--- src/rtl/i2c_stop_pkg.sv ---
package i2c_stop_pkg;

    typedef enum logic [2:0] {
        ST_IDLE     = 3'd0,
        ST_SDA_LOW  = 3'd1,
        ST_SCL_REL  = 3'd2,
        ST_SCL_HIGH = 3'd3,
        ST_SDA_REL  = 3'd4
    } stop_state_e;

endpackage

--- src/rtl/i2c_stop_tmr.sv ---
module i2c_stop_tmr #(
    parameter int RLD_W = 7
) (
    input  logic             clk,
    input  logic             rst_n,
    input  logic             load,
    input  logic             run,
    input  logic [RLD_W-1:0] reload,
    output logic             expired
);
    localparam logic [RLD_W-1:0] ONE  = {{(RLD_W-1){1'b0}}, 1'b1};
    localparam logic [RLD_W-1:0] ZERO = '0;

    logic [RLD_W-1:0] cnt;
    logic [RLD_W-1:0] eff;

    // a zero reload still gives a phase of one tick
    assign eff = (reload == ZERO) ? ONE : reload;

    always_ff @(posedge clk) begin
        if (!rst_n) begin
            cnt <= ZERO;
        end else if (load) begin
            cnt <= eff - ONE;
        end else if (run && (cnt != ZERO)) begin
            cnt <= cnt - ONE;
        end
    end

    assign expired = run && (cnt == ZERO);

endmodule

--- src/rtl/i2c_stop_fsm.sv ---
module i2c_stop_fsm
    import i2c_stop_pkg::*;
(
    input  logic clk,
    input  logic rst_n,
    input  logic stop_req,
    input  logic scl_in,
    input  logic sda_in,
    input  logic tmr_exp,
    output logic tmr_load,
    output logic tmr_run,
    output logic scl_oe,
    output logic sda_oe,
    output logic busy,
    output logic fin_ok,
    output logic fin_coll
);
    stop_state_e state, state_nx;

    // state register
    always_ff @(posedge clk) begin
        if (!rst_n) state <= ST_IDLE;
        else        state <= state_nx;
    end

    // transitions
    always_comb begin
        state_nx = state;
        tmr_load = 1'b0;
        fin_ok   = 1'b0;
        fin_coll = 1'b0;
        unique case (state)
            ST_IDLE: begin
                if (stop_req) begin
                    state_nx = ST_SDA_LOW;
                    tmr_load = 1'b1;
                end
            end
            ST_SDA_LOW: begin
                if (tmr_exp && !sda_in) state_nx = ST_SCL_REL;
            end
            ST_SCL_REL: begin
                if (scl_in) begin
                    state_nx = ST_SCL_HIGH;
                    tmr_load = 1'b1;
                end
            end
            ST_SCL_HIGH: begin
                if (!scl_in) begin
                    state_nx = ST_IDLE;
                    fin_coll = 1'b1;
                end else if (tmr_exp) begin
                    state_nx = ST_SDA_REL;
                    tmr_load = 1'b1;
                end
            end
            ST_SDA_REL: begin
                if (tmr_exp) begin
                    state_nx = ST_IDLE;
                    fin_ok   = sda_in;
                    fin_coll = !sda_in;
                end
            end
            default: state_nx = ST_IDLE;
        endcase
    end

    // outputs by state
    always_comb begin
        scl_oe  = 1'b0;
        sda_oe  = 1'b0;
        tmr_run = 1'b0;
        busy    = 1'b1;
        unique case (state)
            ST_IDLE: busy = 1'b0;
            ST_SDA_LOW: begin
                scl_oe  = 1'b1;
                sda_oe  = 1'b1;
                tmr_run = 1'b1;
            end
            ST_SCL_REL:  sda_oe = 1'b1;
            ST_SCL_HIGH: begin
                sda_oe  = 1'b1;
                tmr_run = 1'b1;
            end
            ST_SDA_REL:  tmr_run = 1'b1;
            default:     busy = 1'b0;
        endcase
    end

endmodule

--- src/rtl/i2c_stop_flags.sv ---
module i2c_stop_flags (
    input  logic clk,
    input  logic rst_n,
    input  logic fin_ok,
    input  logic fin_coll,
    input  logic coll_clr,
    input  logic evt_clr,
    output logic stop_done,
    output logic event_flag,
    output logic bus_coll
);
    always_ff @(posedge clk) begin
        if (!rst_n) begin
            stop_done  <= 1'b0;
            event_flag <= 1'b0;
            bus_coll   <= 1'b0;
        end else begin
            stop_done <= fin_ok;
            // a new event wins over a clear in the same cycle
            if (fin_ok)       event_flag <= 1'b1;
            else if (evt_clr) event_flag <= 1'b0;
            if (fin_coll)      bus_coll <= 1'b1;
            else if (coll_clr) bus_coll <= 1'b0;
        end
    end

endmodule

--- src/rtl/i2c_stop_gen.sv ---
module i2c_stop_gen #(
    parameter int RLD_W = 7
) (
    input  logic             clk,
    input  logic             rst_n,
    input  logic             stop_req,
    input  logic [RLD_W-1:0] reload,
    input  logic             scl_in,
    input  logic             sda_in,
    input  logic             coll_clr,
    input  logic             evt_clr,
    output logic             scl_oe,
    output logic             sda_oe,
    output logic             busy,
    output logic             stop_done,
    output logic             event_flag,
    output logic             bus_coll
);
    logic tmr_load, tmr_run, tmr_exp;
    logic fin_ok, fin_coll;

    i2c_stop_tmr #(.RLD_W(RLD_W)) u_tmr (
        .clk     (clk),
        .rst_n   (rst_n),
        .load    (tmr_load),
        .run     (tmr_run),
        .reload  (reload),
        .expired (tmr_exp)
    );

    i2c_stop_fsm u_fsm (
        .clk      (clk),
        .rst_n    (rst_n),
        .stop_req (stop_req),
        .scl_in   (scl_in),
        .sda_in   (sda_in),
        .tmr_exp  (tmr_exp),
        .tmr_load (tmr_load),
        .tmr_run  (tmr_run),
        .scl_oe   (scl_oe),
        .sda_oe   (sda_oe),
        .busy     (busy),
        .fin_ok   (fin_ok),
        .fin_coll (fin_coll)
    );

    i2c_stop_flags u_flags (
        .clk        (clk),
        .rst_n      (rst_n),
        .fin_ok     (fin_ok),
        .fin_coll   (fin_coll),
        .coll_clr   (coll_clr),
        .evt_clr    (evt_clr),
        .stop_done  (stop_done),
        .event_flag (event_flag),
        .bus_coll   (bus_coll)
    );

endmodule

--- config.mk ---
export PLATFORM = sky130hd
export DESIGN_NAME = i2c_stop_gen
export DESIGN_NICKNAME = d
export VERILOG_FILES = /design/src/rtl/i2c_stop_pkg.sv /design/src/rtl/i2c_stop_tmr.sv /design/src/rtl/i2c_stop_fsm.sv /design/src/rtl/i2c_stop_flags.sv /design/src/rtl/i2c_stop_gen.sv
export SDC_FILE = /design/constraint.sdc
export NUM_CORES = 1
export LEC_CHECK = 0
export ABC_AREA = 0
export BUFFER_PORTS_ARGS = -buffer_cell sky130_fd_sc_hd__buf_2
export CORE_ASPECT_RATIO = 0.7
export CORE_MARGIN = 3
export CORE_UTILIZATION = 54
export DETAILED_ROUTE_END_ITERATION = 6
export GPL_ROUTABILITY_DRIVEN = 0
export PLACE_DENSITY = 0.81
export SLEW_MARGIN = 20
export SYNTH_ARGS = -nofsm -noshare
export SYNTH_HDL_FRONTEND = slang
export SYNTH_SLANG_ARGS = --single-unit
--- constraint.sdc ---
create_clock -name clk -period 3.17 [get_ports clk]
set_clock_uncertainty 0.1 [all_clocks]
set_input_delay 0.317 -clock clk [delete_from_list [all_inputs] [get_ports clk]]
set_output_delay 0.317 -clock clk [all_outputs]
set_load 0.005 [all_outputs]
==> results of run 1 <==
state kept, by name (all words and copies together), names as in the netlist:
name / count
u_flags.bus_coll: 1
u_flags.event_flag: 1
u_fsm.state: 3
u_tmr.cnt: 7
u_flags.stop_done: 1
final cells by class:
cell class / count / area, sq um / area share
well taps: 21 / 26.3 / 0.0235
multi-input cells: 106 / 689 / 0.617
flip-flops and latches: 13 / 260 / 0.233
inverters: 5 / 18.8 / 0.0168
clock buffers: 3 / 22.5 / 0.0202
clock inverters: 1 / 5.00 / 0.00448
repair buffers: 19 / 95.1 / 0.0851
worst max-delay path, delay by kind of cell, from the launching register on:
kind,cells,cell delay (ns)
AO/OA/AOI/OAI,4,0.99
flip-flops,1,0.55
multiplexers,1,0.41
AND/OR/NAND/NOR,1,0.26
adder cells (fa/ha/maj),1,0.26
buffers and inverters,1,0.06
worst paths after layout:
| path | from | depth (start not counted) | to | slack [ns] |
|---|---|---|---|---|
| max | u_fsm.state[1] | 8 | u_tmr.cnt[2] | 0.45 |
| min | evt_clr | 3 | u_flags.event_flag | 0.19 |
| max reg2reg | u_fsm.state[1] | 8 | u_tmr.cnt[2] | 0.45 |
| min reg2reg | u_flags.event_flag | 2 | u_flags.event_flag | 0.38 |
per-stage QoR:
step	total power [mW]	utilization
after floorplan	0.451	-
after global placement	0.488	0.642
after detailed placement	0.494	0.642
after CTS	0.601	0.659
after global routing	0.647	0.659
final	0.609	0.659
per-layer routing:
layer  vias to the layer above  track usage
met3                        12       0.0851
met4                         0       0.0498
met5                         -            0
met2                        94        0.301
met1                       520        0.336
li1                        539            -
power by group through the flow:
stage          clock network, mW  registers, mW  logic [mW]
3_3_place_gp                   0          0.227       0.261
2_1_floorplan                  0          0.208       0.243
5_1_grt                    0.118          0.232       0.298
4_1_cts                    0.109          0.226       0.266
3_5_place_dp                   0          0.229       0.265
6_report                   0.107          0.228       0.273
kinds of logic (layout without fill, tap and decap cells):
| logic type | after synthesis | in the layout |
|---|---|---|
| adder cells (fa/ha/maj) | 1 | 1 |
| multiplexers | 4 | 4 |
| AND/OR/NAND/NOR | 59 | 59 |
| buffers and inverters | 13 | 28 |
| XOR/XNOR | 1 | 1 |
| flip-flops | 13 | 13 |
| AO/OA/AOI/OAI | 41 | 41 |
cells in the final DEF, fill, tap and decap left out, types with 3 or more instances in the layout:
| cell type | n |
|---|---|
| a21oi_1 | 9 |
| buf_2 | 19 |
| clkbuf_4 | 3 |
| dfxtp_1 | 13 |
| inv_1 | 5 |
| mux2i_1 | 3 |
| nand2_1 | 5 |
| nand2b_1 | 3 |
| nor2_1 | 19 |
| nor3_1 | 10 |
| nor4_1 | 3 |
| o2111ai_1 | 3 |
| o21ai_0 | 4 |
==> impl_metrics.toml, run 1 <==
[yosys]
yosys.area_share.adder = 0.0120
synth_area_leaders = "dfxtp_1 25%, nor2_1 6.8%, nor3_1 4.8%"
synthArstFlopShare = 0
synth_compound_area_frac = 0.286
synth_top_family_by_area = "simple AND/OR/NAND/NOR gates"
synth_edf_count = 0
syn_area_sq_mm = 0.00105
yosys.area.top_type = "dfxtp_1"
synth_warnings = 0
netlist_instances = 132
synthMuxAreaShare = 0.0395
ys.flop_type = "dfxtp_1"
synth.most_common_cell = "nor2_1"
synth-simple-area-share = 0.313
synthesis.area_per_instance_sq_um = 7.92
ys_top_cells_by_count = "19 x nor2_1, 13 x dfxtp_1, 10 x nor3_1"
post-synth-top-area-fraction = 0.249
ys_seq_area_frac = 0.249
synth_nets = 147
ys_seq_elements = 13
synth_xor_area_frac = 0.00837
synth.distinct_cells = 50

[clocking]
cts-root-buf = "clkbuf_4"
clock_sinks = 13
numCtsBuffers = 3
cts-resized-gates = 0
hold_buffers = 0
cts.clk_slew.worst_paths_ns = 0.09
clkLatencyLatePin_ns = 0.29
post_cts_buffers = 0
cts_tree = "done"
clk_path_buf_depth = 2
cts_max_level = 1

[timing]
slew_headroom = 0.668
period_share = 0.860
fin_ws_ns = 0.445
tightest_slew_ns = 0.495
whs_ns = 0.193
rsz0062_at_grt = "false"
setup_violations = 0
max_freq_ghz = 0.367
finalSetupTns_ns = 0
period_needed_ns = 2.72
drv_slew = 0
finalHoldViolations = 0

[final_layout]
stdcell_area_sq_mm = 0.00112
area_delta_synth_final_pct = 6.82
drive_above_1_share = 0.231
final_cells = 168
layout.nets = 163
fillers = 139
insertedDiodeCount = 0

[placement]
placed_area_sq_mm = 0.00109
place_ws_ns = 0.497
dpl.hpwl_um = 2150
place.port_buffers = 19
dp.cells = 164

[floorplanning]
dieArea_sq_mm = 0.00251
die_h_um = 42.8
ioPinCount = 20
core-area_sq_mm = 0.00170
die_x_um = 58.6
initial_utilization = 0.617
fp-row-count = 12

[drt]
first_pass_iters = 5
routedWlPerCell_um = 16.4
via_per_inst = 6.93
ant_nets = 0
vias = 1165
top_layer_used = "met4"
wirelength_um = 2750
drc = 0
wl_met1_um = 1100
met2WireLength_um = 1160
drtIter0Drc = 108
dr_wl_met3_um = 443

[pwr]
p_sw_mw = 0.262
peakVddDrop_mv = 0.328
powerDensity_mw_per_mm2 = 545
pwr-share-seq = 0.375
p_leak_nw = 0.435
p_sw_frac = 0.431
p_clk_frac = 0.177
combinationalPowerShare = 0.448
intPower_mw = 0.346

[worst_setup_path]
slowest_delay_ns = 0.55
startpoint_type = "flip-flop"
crit_fanout = 11
cp-end-kind = "flip-flop"
critPathKind = "flip-flop to flip-flop"
path_cells = "mux2_2 -> nand2_1 -> o21ai_2 -> a21oi_1 -> inv_1 -> ha_1 -> a221o_2 -> a31o_2"
arrival_ns = 2.82
cp_slowest_cell = "dfxtp_1"
worstPathRequired_ns = 3.26

[grt]
grt_pass1_vias = 937
track_usage = 0.226
antenna_found_initial = 0
grt_max_degree = 14
grt_pass1_wl_um = 4420
gr-total-overflow = 0

[flow_run]
maxCapViolCount = 0

[worst_hold_path]
hp-class = "primary input to flip-flop"

[outcome]
status = "finished clean"
Power figures use the tool's default switching activity.
==> run 2, diff against run 1 <==
--- a/config.mk
+++ b/config.mk
@@ -10,9 +10,11 @@
 export CORE_ASPECT_RATIO = 0.7
 export CORE_MARGIN = 3
 export CORE_UTILIZATION = 54
+export CTS_CLUSTER_SIZE = 14
 export DETAILED_ROUTE_END_ITERATION = 6
 export GPL_ROUTABILITY_DRIVEN = 0
 export PLACE_DENSITY = 0.81
+export RECOVER_POWER = 50
 export SLEW_MARGIN = 20
 export SYNTH_ARGS = -nofsm -noshare
 export SYNTH_HDL_FRONTEND = slang
==> impl_metrics.toml, run 2 (synthesis gave the netlist of run 1 again) <==
[final_layout]
largest_reg_flops = 7
area_delta_synth_final_pct = 6.10
largest_register = "u_tmr.cnt"
final_cell_mix = "19 x nor2_1, 15 x buf_2, 13 x dfxtp_1"
drive_above_1_share = 0.204
insertedDiodeCount = 0
top_regs = "u_tmr.cnt x7, u_fsm.state x3"
final_common_cell = "nor2_1"
final_cells = 168
layout.nets = 163

[timing]
period_share = 0.877
finalSetupTns_ns = 0
tightest_slew_ns = 0.529
period_needed_ns = 2.78
finalHoldViolations = 0
max_freq_ghz = 0.360
slew_headroom = 0.645
drv_slew = 0
rsz0062_at_grt = "false"
setup_violations = 0

[worst_setup_path]
cp-end-kind = "flip-flop"
critPathKind = "flip-flop to flip-flop"
arrival_ns = 2.87
path_cells = "or4_1 -> nor3_4 -> nor3_1 -> a21oi_1 -> inv_1 -> ha_1 -> a221o_2 -> a31o_2"
slowest_delay_ns = 0.72
startpoint_type = "flip-flop"
critPathTopFamily = "simple AND/OR/NAND/NOR gates"
critPathBufInv = 1
worstPathRequired_ns = 3.26
crit_fanout = 7
reg2reg_slack_ns = 0.39
cp_slowest_cell = "or4_1"

[floorplanning]
ioPinCount = 20
die_x_um = 58.6
core-area_sq_mm = 0.00170
initial_utilization = 0.617
dieArea_sq_mm = 0.00251
fp-row-count = 12
die_h_um = 42.8

[pwr]
p_leak_nw = 0.423
totalPowerFinal_mw = 0.604
powerDensity_mw_per_mm2 = 544
peakVddDrop_mv = 0.320

[grt]
grt_max_degree = 14
track_usage = 0.226
grt_pass1_vias = 937
grt_pass1_wl_um = 4420
antenna_found_initial = 0
gr-total-overflow = 0

[placement]
dp.cells = 164
place.port_buffers = 19
dpl.hpwl_um = 2150

[drt]
via_per_inst = 6.77
first_pass_iters = 5
wirelength_um = 2800
routedWlPerCell_um = 16.7
drc = 0
ant_nets = 0
vias = 1137
drtIter0Drc = 97

[clocking]
cts-root-buf = "clkbuf_4"
clk_path_buf_depth = 2
clock_sinks = 13
cts.clk_slew.worst_paths_ns = 0.09
numCtsBuffers = 3
clkLatencyLatePin_ns = 0.29
cts_max_level = 1
hold_buffers = 0
cts_tree = "done"
cts-resized-gates = 0
post_cts_buffers = 0

[flow_run]
maxCapViolCount = 0

[worst_hold_path]
hp-class = "primary input to flip-flop"

[outcome]
status = "finished clean"
[run 2: worst paths after layout]
check	start	to	cells past startpoint
setup / recovery	u_tmr.cnt[4]	u_tmr.cnt[2]	8
hold reg to reg	u_flags.event_flag	u_flags.event_flag	2
setup reg to reg	u_tmr.cnt[4]	u_tmr.cnt[2]	8
hold / removal	evt_clr	u_flags.event_flag	3
[run 2: worst min-delay path: stages]
cell	delay (ns)
buf_2	0.07
nand2b_1	0.09
a21oi_1	0.06
[run 2: area by class of cell]
class	count	area, sq um
Clock buffer	3	22.5
Clock inverter	1	5.00
Fill cell	140	587
Inverter	5	18.8
Multi-Input combinational cell	106	686
Sequential cell	13	260
Tap cell	21	26.3
Timing Repair Buffer	19	91.3
[run 2: layer usage]
| metal | share of wire | routed length [um] | track usage | up-vias |
|---|---|---|---|---|
| met5 | 0 | 0 | 0 | - |
| met4 | 0.021 | 59 | 0.0498 | 0 |
| met3 | 0.15 | 414 | 0.0851 | 12 |
| met2 | 0.42 | 1180 | 0.301 | 83 |
| met1 | 0.41 | 1150 | 0.336 | 506 |
| li1 | - | - | - | 536 |
[run 2: stage by stage]
step | cell area, sq um | hold slack (ns) | setup slack [ns] | util
2_1_floorplan | 1050 | 0.366 | 0.690 | -
3_3_place_gp | 1090 | 0.356 | 0.531 | 0.642
3_5_place_dp | 1090 | 0.374 | 0.497 | 0.642
4_1_cts | 1120 | 0.191 | 0.490 | 0.659
5_1_grt | 1110 | 0.197 | 0.272 | 0.654
6_report | 1110 | 0.192 | 0.391 | 0.654
[run 2: where the power goes]
group          total, mW  internal, mW  switching, mW
Combinational      0.270         0.107          0.163
Sequential         0.227         0.186         0.0410
Clock              0.107        0.0470         0.0596
Total              0.604         0.340          0.264
==> run 3, diff against run 2 <==
--- a/config.mk
+++ b/config.mk
@@ -5,7 +5,7 @@
 export SDC_FILE = /design/constraint.sdc
 export NUM_CORES = 1
 export LEC_CHECK = 0
-export ABC_AREA = 0
+export ABC_AREA = 1
 export BUFFER_PORTS_ARGS = -buffer_cell sky130_fd_sc_hd__buf_2
 export CORE_ASPECT_RATIO = 0.7
 export CORE_MARGIN = 3
==> impl_metrics.toml, run 3 <==
[outcome]
status = "finished clean"

[drt]
first_pass_iters = 4
drtIter0Drc = 55
drc = 0
wirelength_um = 2420
via_per_inst = 5.21
ant_nets = 0
routedWlPerCell_um = 11.8
vias = 1069

[pwr]
totalPowerFinal_mw = 1.16
p_leak_nw = 0.638
peakVddDrop_mv = 0.625
powerDensity_mw_per_mm2 = 1030

[clocking]
hold_buffers = 0
cts-resized-gates = 0
cts_max_level = 1
post_cts_buffers = 0
cts.clk_slew.worst_paths_ns = 0.09
clock_sinks = 13
clk_path_buf_depth = 2
cts_tree = "done"
clkLatencyLatePin_ns = 0.28
numCtsBuffers = 3
cts-root-buf = "clkbuf_4"

[timing]
rsz0062_at_grt = "false"
finalSetupTns_ns = 0
period_needed_ns = 2.53
tightest_slew_ns = 0.433
setup_violations = 0
slew_headroom = 0.709
max_freq_ghz = 0.395
drv_slew = 0
period_share = 0.800
finalHoldViolations = 0

[final_layout]
layout.nets = 200
final_common_cell = "nand2_1"
top_regs = "u_tmr.cnt x7, u_fsm.state x3"
largest_reg_flops = 7
largest_register = "u_tmr.cnt"
area_delta_synth_final_pct = 9.73
final_cell_mix = "35 x nand2_1, 31 x inv_1, 19 x nand3_1"
insertedDiodeCount = 0
drive_above_1_share = 0.196

[floorplanning]
core-area_sq_mm = 0.00168
die_h_um = 42.5
ioPinCount = 20
dieArea_sq_mm = 0.00247
die_x_um = 58.2
fp-row-count = 12
initial_utilization = 0.612

[yosys]
synth_nets = 180
ys_seq_area_frac = 0.253
ys.flop_type = "dfxtp_1"
synthesis.area_per_instance_sq_um = 6.23
synth.most_common_cell = "nand2_1"
synth.distinct_cells = 27
ys_top_cells_by_count = "34 x nand2_1, 30 x inv_1, 19 x nand3_1"
netlist_instances = 165
syn_area_sq_mm = 0.00103
post-synth-top-area-fraction = 0.253
synthArstFlopShare = 0
synth_warnings = 0
synth_edf_count = 0
ys_seq_elements = 13
synth_area_leaders = "dfxtp_1 25%, nand2_1 12%, inv_1 11%"
yosys.area.top_type = "dfxtp_1"

[worst_setup_path]
arrival_ns = 2.61
startpoint_type = "flip-flop"
worstPathRequired_ns = 3.25
critPathKind = "flip-flop to flip-flop"
critPathBufInv = 3
crit_fanout = 14
cp_slowest_cell = "dfxtp_1"
path_cells = "nor2_1 -> nand2_4 -> nand2_1 -> nand3_4 -> nand2_4 -> nand2_1 -> o21ai_0 -> inv_1 -> ha_1 -> inv_1 -> nor2_1 -> nand3_1 -> nand2_1 -> o21bai_1 -> inv_1"
cp-end-kind = "flip-flop"
critPathTopFamily = "simple AND/OR/NAND/NOR gates"
slowest_delay_ns = 0.37

[grt]
track_usage = 0.214
antenna_found_initial = 0
grt_max_degree = 15
gr-total-overflow = 0
grt_pass1_wl_um = 4010
grt_pass1_vias = 875

[placement]
dpl.hpwl_um = 1990
place.port_buffers = 19

[worst_hold_path]
hp-class = "primary input to flip-flop"

[flow_run]
maxCapViolCount = 0
[run 3: cells by family after synthesis]
kind of cell,synth area share
flops,0.253
buf+inv,0.157
compound gates,0.150
simple gates,0.428
fa+ha+maj,0.0122
[run 3: power by group]
part / total [mW] / switching (mW) / leakage [nW] / internal (mW)
clock network: 0.104 / 0.0575 / 0.0177 / 0.0468
registers: 0.265 / 0.0494 / 0.107 / 0.216
logic: 0.792 / 0.520 / 0.513 / 0.272
[run 3: per-stage QoR]
step,hold WS (ns),instance area [sq um],utilization,instances,worst slack [ns]
finish,0.247,1130,0.671,205,0.635
global route,0.226,1130,0.671,205,0.309
CTS,0.226,1140,0.676,205,0.722
detailed placement,0.406,1110,0.659,201,0.742
global placement,0.366,1110,0.659,201,0.866
floorplan,0.368,1030,-,165,1.18
[run 3: layout make-up]
type / instances / area [sq um]
fillers: 159 / 553
clock inverters: 1 / 5.00
inverters: 32 / 120
well taps: 21 / 26.3
repair buffers: 19 / 92.6
multi-input cells: 116 / 602
flip-flops and latches: 13 / 260
clock buffers: 3 / 22.5
[run 3: path summary, 6_finish.rpt]
kind | start | endpoint | depth (start not counted) | slack [ns]
min reg2reg | u_flags.event_flag | u_flags.event_flag | 1 | 0.43
max | u_fsm.state[1] | u_tmr.cnt[4] | 15 | 0.64
max reg2reg | u_fsm.state[1] | u_tmr.cnt[4] | 15 | 0.64
min | sda_in | u_flags.stop_done | 3 | 0.25
[run 3: routing by layer]
layer | track usage | part of all wire | vias up
met5 | 0 | 0 | -
met4 | 0.0417 | 0.0058 | 0
met3 | 0.0615 | 0.12 | 2
met2 | 0.277 | 0.39 | 53
met1 | 0.339 | 0.48 | 454
li1 | - | - | 560
[run 3: tightest hold or removal path, cell delays in order]
cell and delay [ns]:
buf_2 0.10, inv_1 0.07, nor4_1 0.08
